## config.mk

```make
export PLATFORM = sky130hd
export DESIGN_NAME = oneshot_timer
export DESIGN_NICKNAME = d
export VERILOG_FILES = /design/src/rtl/oneshot_pkg.sv /design/src/rtl/oneshot_trig_sync.sv /design/src/rtl/oneshot_cfg_regs.sv /design/src/rtl/oneshot_counter.sv /design/src/rtl/oneshot_run_ctrl.sv /design/src/rtl/oneshot_timer.sv
export SDC_FILE = /design/constraint.sdc
export NUM_CORES = 1
export LEC_CHECK = 0
export BUFFER_PORTS_ARGS = -buffer_cell sky130_fd_sc_hd__buf_2
export CELL_PAD_IN_SITES_DETAIL_PLACEMENT = 1
export CELL_PAD_IN_SITES_GLOBAL_PLACEMENT = 1
export CORE_MARGIN = 2
export CORE_UTILIZATION = 44
export CTS_BUF_LIST = sky130_fd_sc_hd__clkbuf_8
export CTS_CLUSTER_SIZE = 10
export DETAILED_ROUTE_END_ITERATION = 10
export MAX_ROUTING_LAYER = met4
export PLACE_DENSITY_LB_ADDON = 0.25
export SETUP_SLACK_MARGIN = 0.15
export SYNTH_ARGS = -nofsm -noshare
export SYNTH_HDL_FRONTEND = slang
export SYNTH_HIERARCHICAL = 1
export SYNTH_SLANG_ARGS = --single-unit
```

## constraint.sdc

```tcl
create_clock -name clk -period 4.1 [get_ports clk]
set_clock_uncertainty 0.2 [all_clocks]
set_input_delay 1.23 -clock clk [delete_from_list [all_inputs] [get_ports clk]]
set_output_delay 1.23 -clock clk [all_outputs]
set_load 0.01 [all_outputs]
```

## src/rtl/oneshot_pkg.sv

```systemverilog
package oneshot_pkg;

    localparam int CNT_W       = 10;
    localparam int SYNC_STAGES = 2;

    localparam logic [1:0] MODE_ONESHOT  = 2'b10;
    localparam logic [1:0] PINFN_ONESHOT = 2'b11;

    typedef struct packed {
        logic [1:0] mode;
        logic [1:0] pinfn;
    } osh_cfg_t;

    typedef struct packed {
        logic sw_start;
        logic sw_stop;
        logic hw_start;
        logic match;
    } osh_evt_t;

    function automatic logic cfg_is_oneshot(input osh_cfg_t c);
        return (c.mode == MODE_ONESHOT) && (c.pinfn == PINFN_ONESHOT);
    endfunction

endpackage

```

## src/rtl/oneshot_trig_sync.sv

```systemverilog
module oneshot_trig_sync #(
    parameter int STAGES = oneshot_pkg::SYNC_STAGES
) (
    input  logic clk,
    input  logic rst,
    input  logic pin,
    output logic rise
);
    logic [STAGES-1:0] chain;
    logic              last_q;

    for (genvar i = 0; i < STAGES; i++) begin : g_stage
        if (i == 0) begin : g_first
            always_ff @(posedge clk) begin
                if (rst) chain[0] <= 1'b0;
                else     chain[0] <= pin;
            end
        end else begin : g_next
            always_ff @(posedge clk) begin
                if (rst) chain[i] <= 1'b0;
                else     chain[i] <= chain[i-1];
            end
        end
    end

    always_ff @(posedge clk) begin
        if (rst) last_q <= 1'b0;
        else     last_q <= chain[STAGES-1];
    end

    assign rise = chain[STAGES-1] & ~last_q;
endmodule

```

## src/rtl/oneshot_cfg_regs.sv

```systemverilog
module oneshot_cfg_regs
    import oneshot_pkg::*;
#(
    parameter int CW = CNT_W
) (
    input  logic          clk,
    input  logic          rst,
    input  logic          ctl_we,
    input  logic [3:0]    ctl_wdata,
    input  logic          cmpa_we,
    input  logic [CW-1:0] cmpa_wdata,
    output osh_cfg_t      cfg,
    output logic          oneshot_on,
    output logic [CW-1:0] cmpa
);
    always_ff @(posedge clk) begin
        if (rst) begin
            cfg  <= '0;
            cmpa <= '0;
        end else begin
            if (ctl_we)  cfg  <= osh_cfg_t'(ctl_wdata);
            if (cmpa_we) cmpa <= cmpa_wdata;
        end
    end

    assign oneshot_on = cfg_is_oneshot(cfg);
endmodule

```

## src/rtl/oneshot_counter.sv

```systemverilog
module oneshot_counter #(
    parameter int CW = oneshot_pkg::CNT_W
) (
    input  logic          clk,
    input  logic          rst,
    input  logic          run_q,
    input  logic          start,
    input  logic          tick,
    input  logic [CW-1:0] cmpa,
    output logic [CW-1:0] count,
    output logic          match
);
    logic [CW-1:0] nxt;

    assign nxt   = count + 1'b1;
    assign match = run_q & tick & (nxt == cmpa);

    always_ff @(posedge clk) begin
        if (rst)                count <= '0;
        else if (start)         count <= '0;
        else if (run_q && tick) count <= nxt;
    end
endmodule

```

## src/rtl/oneshot_run_ctrl.sv

```systemverilog
module oneshot_run_ctrl
    import oneshot_pkg::*;
(
    input  logic     clk,
    input  logic     rst,
    input  osh_evt_t evt,
    input  logic     irq_clr,
    output logic     run_q,
    output logic     start,
    output logic     irq_flag
);
    logic run_d;

    always_comb begin
        if (run_q) run_d = ~(evt.match | evt.sw_stop);
        else       run_d = evt.sw_start | evt.hw_start;
    end

    assign start = ~run_q & run_d;

    always_ff @(posedge clk) begin
        if (rst) begin
            run_q    <= 1'b0;
            irq_flag <= 1'b0;
        end else begin
            run_q <= run_d;
            if (evt.match)    irq_flag <= 1'b1;
            else if (irq_clr) irq_flag <= 1'b0;
        end
    end
endmodule

```

## src/rtl/oneshot_timer.sv

```systemverilog
module oneshot_timer
    import oneshot_pkg::*;
#(
    parameter int CW = CNT_W
) (
    input  logic          clk,
    input  logic          rst,
    input  logic          ctl_we,
    input  logic [3:0]    ctl_wdata,
    input  logic          cmpa_we,
    input  logic [CW-1:0] cmpa_wdata,
    input  logic          run_we,
    input  logic          run_wdata,
    input  logic          irq_clr,
    input  logic          tick,
    input  logic          ext_trig,
    output logic          pulse_out,
    output logic          irq_flag,
    output logic [CW-1:0] count
);
    osh_cfg_t      cfg;
    osh_evt_t      evt;
    logic          oneshot_on;
    logic [CW-1:0] cmpa_q;
    logic          trig_rise;
    logic          run_q;
    logic          start;
    logic          match;

    oneshot_cfg_regs #(.CW(CW)) u_cfg (
        .clk        (clk),
        .rst        (rst),
        .ctl_we     (ctl_we),
        .ctl_wdata  (ctl_wdata),
        .cmpa_we    (cmpa_we),
        .cmpa_wdata (cmpa_wdata),
        .cfg        (cfg),
        .oneshot_on (oneshot_on),
        .cmpa       (cmpa_q)
    );

    oneshot_trig_sync #(.STAGES(SYNC_STAGES)) u_sync (
        .clk  (clk),
        .rst  (rst),
        .pin  (ext_trig),
        .rise (trig_rise)
    );

    always_comb begin
        evt.sw_start = run_we &  run_wdata;
        evt.sw_stop  = run_we & ~run_wdata;
        evt.hw_start = trig_rise & oneshot_on;
        evt.match    = match;
    end

    oneshot_run_ctrl u_run (
        .clk      (clk),
        .rst      (rst),
        .evt      (evt),
        .irq_clr  (irq_clr),
        .run_q    (run_q),
        .start    (start),
        .irq_flag (irq_flag)
    );

    oneshot_counter #(.CW(CW)) u_cnt (
        .clk   (clk),
        .rst   (rst),
        .run_q (run_q),
        .start (start),
        .tick  (tick),
        .cmpa  (cmpa_q),
        .count (count),
        .match (match)
    );

    assign pulse_out = run_q & oneshot_on;
endmodule

```

==> report_table.html <==
<table>
<tr><th>Metric</th><th>Value</th></tr>
<tr><th colspan="2">Setup path</th></tr>
<tr><td>Delay of the slowest cell on the worst path</td><td>620 ps</td></tr>
<tr><td>Bufs and invs on worst path</td><td>0</td></tr>
<tr><td>Worst-path fanout max</td><td>11</td></tr>
<tr><td>CP Data Required Time</td><td>4100 ps</td></tr>
<tr><td>Cell type group with the largest total delay on the critical path</td><td>simple AND/OR/NAND/NOR gates</td></tr>
<tr><td>Kind of end point of the critical path</td><td>register</td></tr>
<tr><td>Startpoint type of the worst setup path</td><td>register</td></tr>
<tr><td>Most frequent cell on the critical path</td><td>o21a_1</td></tr>
<tr><td>Arrival @ worst endpoint</td><td>2630 ps</td></tr>
<tr><td>Crit-path cells</td><td>nand4_1 -&gt; o21a_1 -&gt; o21a_1 -&gt; o221ai_2 -&gt; a211oi_2 -&gt; or4b_1 -&gt; o31ai_1</td></tr>
<tr><td>Crit path max-delay cell type</td><td>dfxtp_1</td></tr>
<tr><td>Critical path class</td><td>register to register</td></tr>
<tr><th colspan="2">Synthesis</th></tr>
<tr><td>Library cell with the largest summed area after synthesis</td><td>dfxtp_1</td></tr>
<tr><td>Proportion of netlist area held by the largest area contributor</td><td>39.90%</td></tr>
<tr><td>Cell area after synthesis</td><td>1455 sq um</td></tr>
<tr><td>Number of enable flip-flop cells after synthesis</td><td>0</td></tr>
<tr><td>Post-synthesis average cell area</td><td>9.268 sq um</td></tr>
<tr><td>Count of distinct cell types in the synthesized netlist</td><td>44</td></tr>
<tr><td>Most used flip-flop cell after synthesis</td><td>dfxtp_1</td></tr>
<tr><td>Async set-reset flop share out of synthesis</td><td>0%</td></tr>
<tr><td>Number of storage elements in the synthesis netlist</td><td>29</td></tr>
<tr><td>Dominant cells by area after synthesis</td><td>dfxtp_1 40%, mux2i_1 9.6%, nor2_1 7.5%</td></tr>
<tr><td>Net count after synthesis</td><td>181</td></tr>
<tr><td>Register area share after synthesis</td><td>39.90%</td></tr>
<tr><td>Cells after synthesis</td><td>157</td></tr>
<tr><td>Syn. warnings</td><td>6</td></tr>
<tr><th colspan="2">Power</th></tr>
<tr><td>Pwr/cell area</td><td>341.0 nW/um^2</td></tr>
<tr><td>Leakage power summed over all cells</td><td>0.0007483 uW</td></tr>
<tr><td>Max IR drop VDD</td><td>0.0002027 V</td></tr>
<tr><th colspan="2">Min path</th></tr>
<tr><td>Hold Path Class</td><td>register to register</td></tr>
<tr><th colspan="2">Timing</th></tr>
<tr><td>Final hold violation count</td><td>0</td></tr>
<tr><td>Total setup violations reported at the end of the flow</td><td>0</td></tr>
<tr><td>Final critical delay including setup and external delays</td><td>2636 ps</td></tr>
<tr><td>RSZ-0062 raised after global routing</td><td>no</td></tr>
<tr><td>Final worst-path setup slack</td><td>1464 ps</td></tr>
<tr><td>Fin crit share</td><td>64.29%</td></tr>
<tr><td>Achievable Freq</td><td>379.4 MHz</td></tr>
<tr><td>Max-slew violation count</td><td>0</td></tr>
<tr><td>Remaining max-slew budget at the tightest pin</td><td>67.30%</td></tr>
<tr><td>Slew at the pin closest to its max-slew limit</td><td>489.8 ps</td></tr>
<tr><td>Post-route setup TNS</td><td>0 ps</td></tr>
<tr><th colspan="2">Routing</th></tr>
<tr><td>DR vias/cell</td><td>5.285</td></tr>
<tr><td>Top layer used by detailed routing</td><td>met4</td></tr>
<tr><td>Drt drc</td><td>0</td></tr>
<tr><td>Wire length on met1</td><td>1496 um</td></tr>
<tr><td>Routed length on met3</td><td>210 um</td></tr>
<tr><td>Post-detailed-route wirelength per cell</td><td>15.66 um</td></tr>
<tr><td>Vias after detailed routing</td><td>1242</td></tr>
<tr><td>Number of DRC markers after the initial detailed-route iteration</td><td>46</td></tr>
<tr><td>Final antenna-violating net count</td><td>0</td></tr>
<tr><td>Final WL</td><td>3679 um</td></tr>
<tr><td>First-pass iteration count of the detailed router</td><td>4</td></tr>
<tr><td>Detail Route met2 WL</td><td>1898 um</td></tr>
<tr><th colspan="2">Clock network</th></tr>
<tr><td>Number of buffers added to fix hold violations after cts</td><td>0</td></tr>
<tr><td>H-tree Lvls</td><td>2</td></tr>
<tr><td># Post-CTS Setup Buffers</td><td>0</td></tr>
<tr><td>Clk pin slew, worst setup/hold paths</td><td>60 ps</td></tr>
<tr><td>Maximum clock path buffer count</td><td>2</td></tr>
<tr><td>Clock latency reported for the late side of the worst-skew pair</td><td>280 ps</td></tr>
<tr><td>Clock sink total</td><td>29</td></tr>
<tr><td>Number of buffers inserted during clock tree synthesis</td><td>5</td></tr>
<tr><td>CTS tree</td><td>done</td></tr>
<tr><td>CTS root buffer</td><td>clkbuf_8</td></tr>
<tr><td>Number of gates resized after CTS</td><td>0</td></tr>
<tr><th colspan="2">Cells and area</th></tr>
<tr><td>Proportion of layout cells with a drive suffix above 1</td><td>26.70%</td></tr>
<tr><td>Number of nets in the layout</td><td>215</td></tr>
<tr><td>Number of antenna cells inserted</td><td>0</td></tr>
<tr><td>Design area</td><td>1722 sq um</td></tr>
<tr><td>Area Growth Syn to Fin</td><td>18.31%</td></tr>
<tr><td>Post-route core utilization</td><td>55.48%</td></tr>
<tr><th colspan="2">Placement</th></tr>
<tr><td>IO Port Bufs</td><td>34</td></tr>
<tr><td>Post-Place Cell Area</td><td>1635 sq um</td></tr>
<tr><td>Global placer's final weighted congestion</td><td>0.8128</td></tr>
<tr><td>Worst slack at placement</td><td>1444 ps</td></tr>
<tr><td>Estimated wirelength of the detail-placed design</td><td>2656 um</td></tr>
<tr><th colspan="2">Die</th></tr>
<tr><td>Die extent in x</td><td>61.51 um</td></tr>
<tr><td>Total core area</td><td>3103 sq um</td></tr>
<tr><td>Row count</td><td>20</td></tr>
<tr><td>Die Y-Extent</td><td>61.51 um</td></tr>
<tr><td>Effective utilization at floorplan</td><td>46.90%</td></tr>
<tr><td>Die area</td><td>3783 sq um</td></tr>
<tr><td>Count of boundary I/O pins</td><td>35</td></tr>
<tr><th colspan="2">Run</th></tr>
<tr><td>Number of max-cap violations</td><td>0</td></tr>
<tr><th colspan="2">GRT</th></tr>
<tr><td>Number of antenna violations at the first check in global routing</td><td>0</td></tr>
<tr><td>Global-route total usage across every layer</td><td>23.18%</td></tr>
<tr><td>Wire length of the first global-routing pass</td><td>6065 um</td></tr>
<tr><td>Largest net degree at the start of global routing</td><td>22</td></tr>
<tr><td>Via count of the first global-routing pass</td><td>1265</td></tr>
<tr><td>Aggregate global routing overflow</td><td>0</td></tr>
<tr><th colspan="2">Status</th></tr>
<tr><td>Outcome</td><td>finished clean</td></tr>
</table>
[per-stage QoR]
step	power, uW	instances	hold WS [ps]
after detailed placement	361.4	228	226.6
after CTS	593.6	235	251.9
after global placement	357.7	228	230.0
after floorplan	341.2	157	213.8
final	587.1	235	257.3
after global routing	613.6	235	272.7
[Yosys cell counts (2+ instances only)]
master    count
buf_6         2
nand3_1       3
nor2b_1       3
mux2i_1      14
and2_1        3
clkbuf_1      2
nand4_1       4
buf_2         2
nor3_1        3
xor2_1        8
nor2_1       29
dfxtp_1      29
inv_1         2
o21a_1        2
a21oi_1       3
and4_1        2
nand2b_1      3
xnor2_1      11
nand2_1       5
o21ai_0       2
and3_2        2
[cell families (layout without fill, tap and decap cells)]
kind of cell	count (synthesis)	count (layout)	share of synthesized area (%)
adders and majority gates	1	1	0.8597
buffers and inverters	9	43	3.611
DFF	29	29	39.90
xor gates and xnor gates	20	20	12.55
and+or+nand+nor	69	69	25.37
AOI/OAI and AO/OA	15	15	8.082
muxes	14	14	9.630
[registers in the layout (all words and copies together) (netlist names)]
register and cells:
u_run/run_q 1, u_sync/chain 2, u_run/irq_flag 1, u_sync/last_q 1
u_cfg/cmpa 10, u_cfg/cfg 4, u_cnt/count 10
[area by class of cell]
class	instances	area (sq um)
fillers	411	1381
multi-input cells	119	822.0
flip-flops and latches	29	580.6
repair buffers	34	170.2
clock buffers	6	82.58
well taps	44	55.05
inverters	2	7.507
clock inverters	1	3.754
[worst reg2reg max path, cell delays in order (launching register included)]
cell and delay, ps:
dfxtp_1 620, nand4_1 340, o21a_1 300, o21a_1 200
o221ai_2 200, a211oi_2 80, or4b_1 540, o31ai_1 70
[power by group]
group          internal (uW)  switching, uW
Sequential               293           9.34
Clock                    130            101
Combinational           27.3           26.8
[layer usage]
| layer | GRT usage (%) | vias up |
|---|---|---|
| li1 | - | 603 |
| met2 | 39.25 | 45 |
| met3 | 6.513 | 8 |
| met1 | 25.96 | 586 |
| met5 | - | - |
| met4 | 8.207 | 0 |
[cell usage in the layout (no fill, tap or decap), drive strengths merged, types with 5 or more instances in the layout]
cell / synthesis / final
xor2: 9 / 9
xnor2: 11 / 11
dfxtp: 29 / 29
clkbuf: 3 / 6
nor2: 29 / 29
nand2: 5 / 5
mux2i: 14 / 14
buf: 4 / 34
[path summary, 6_finish.rpt]
kind                                 startpoint               to  slack, ps  cells past startpoint
worst min-delay path            u_sync/chain[0]  u_sync/chain[1]        260                      1
worst min register to register  u_sync/chain[0]  u_sync/chain[1]        260                      1
worst max-delay path             u_cnt/count[3]      u_run/run_q       1460                      7
worst max register to register   u_cnt/count[3]      u_run/run_q       1460                      7
No activity file was read; power rests on OpenSTA's default activity.
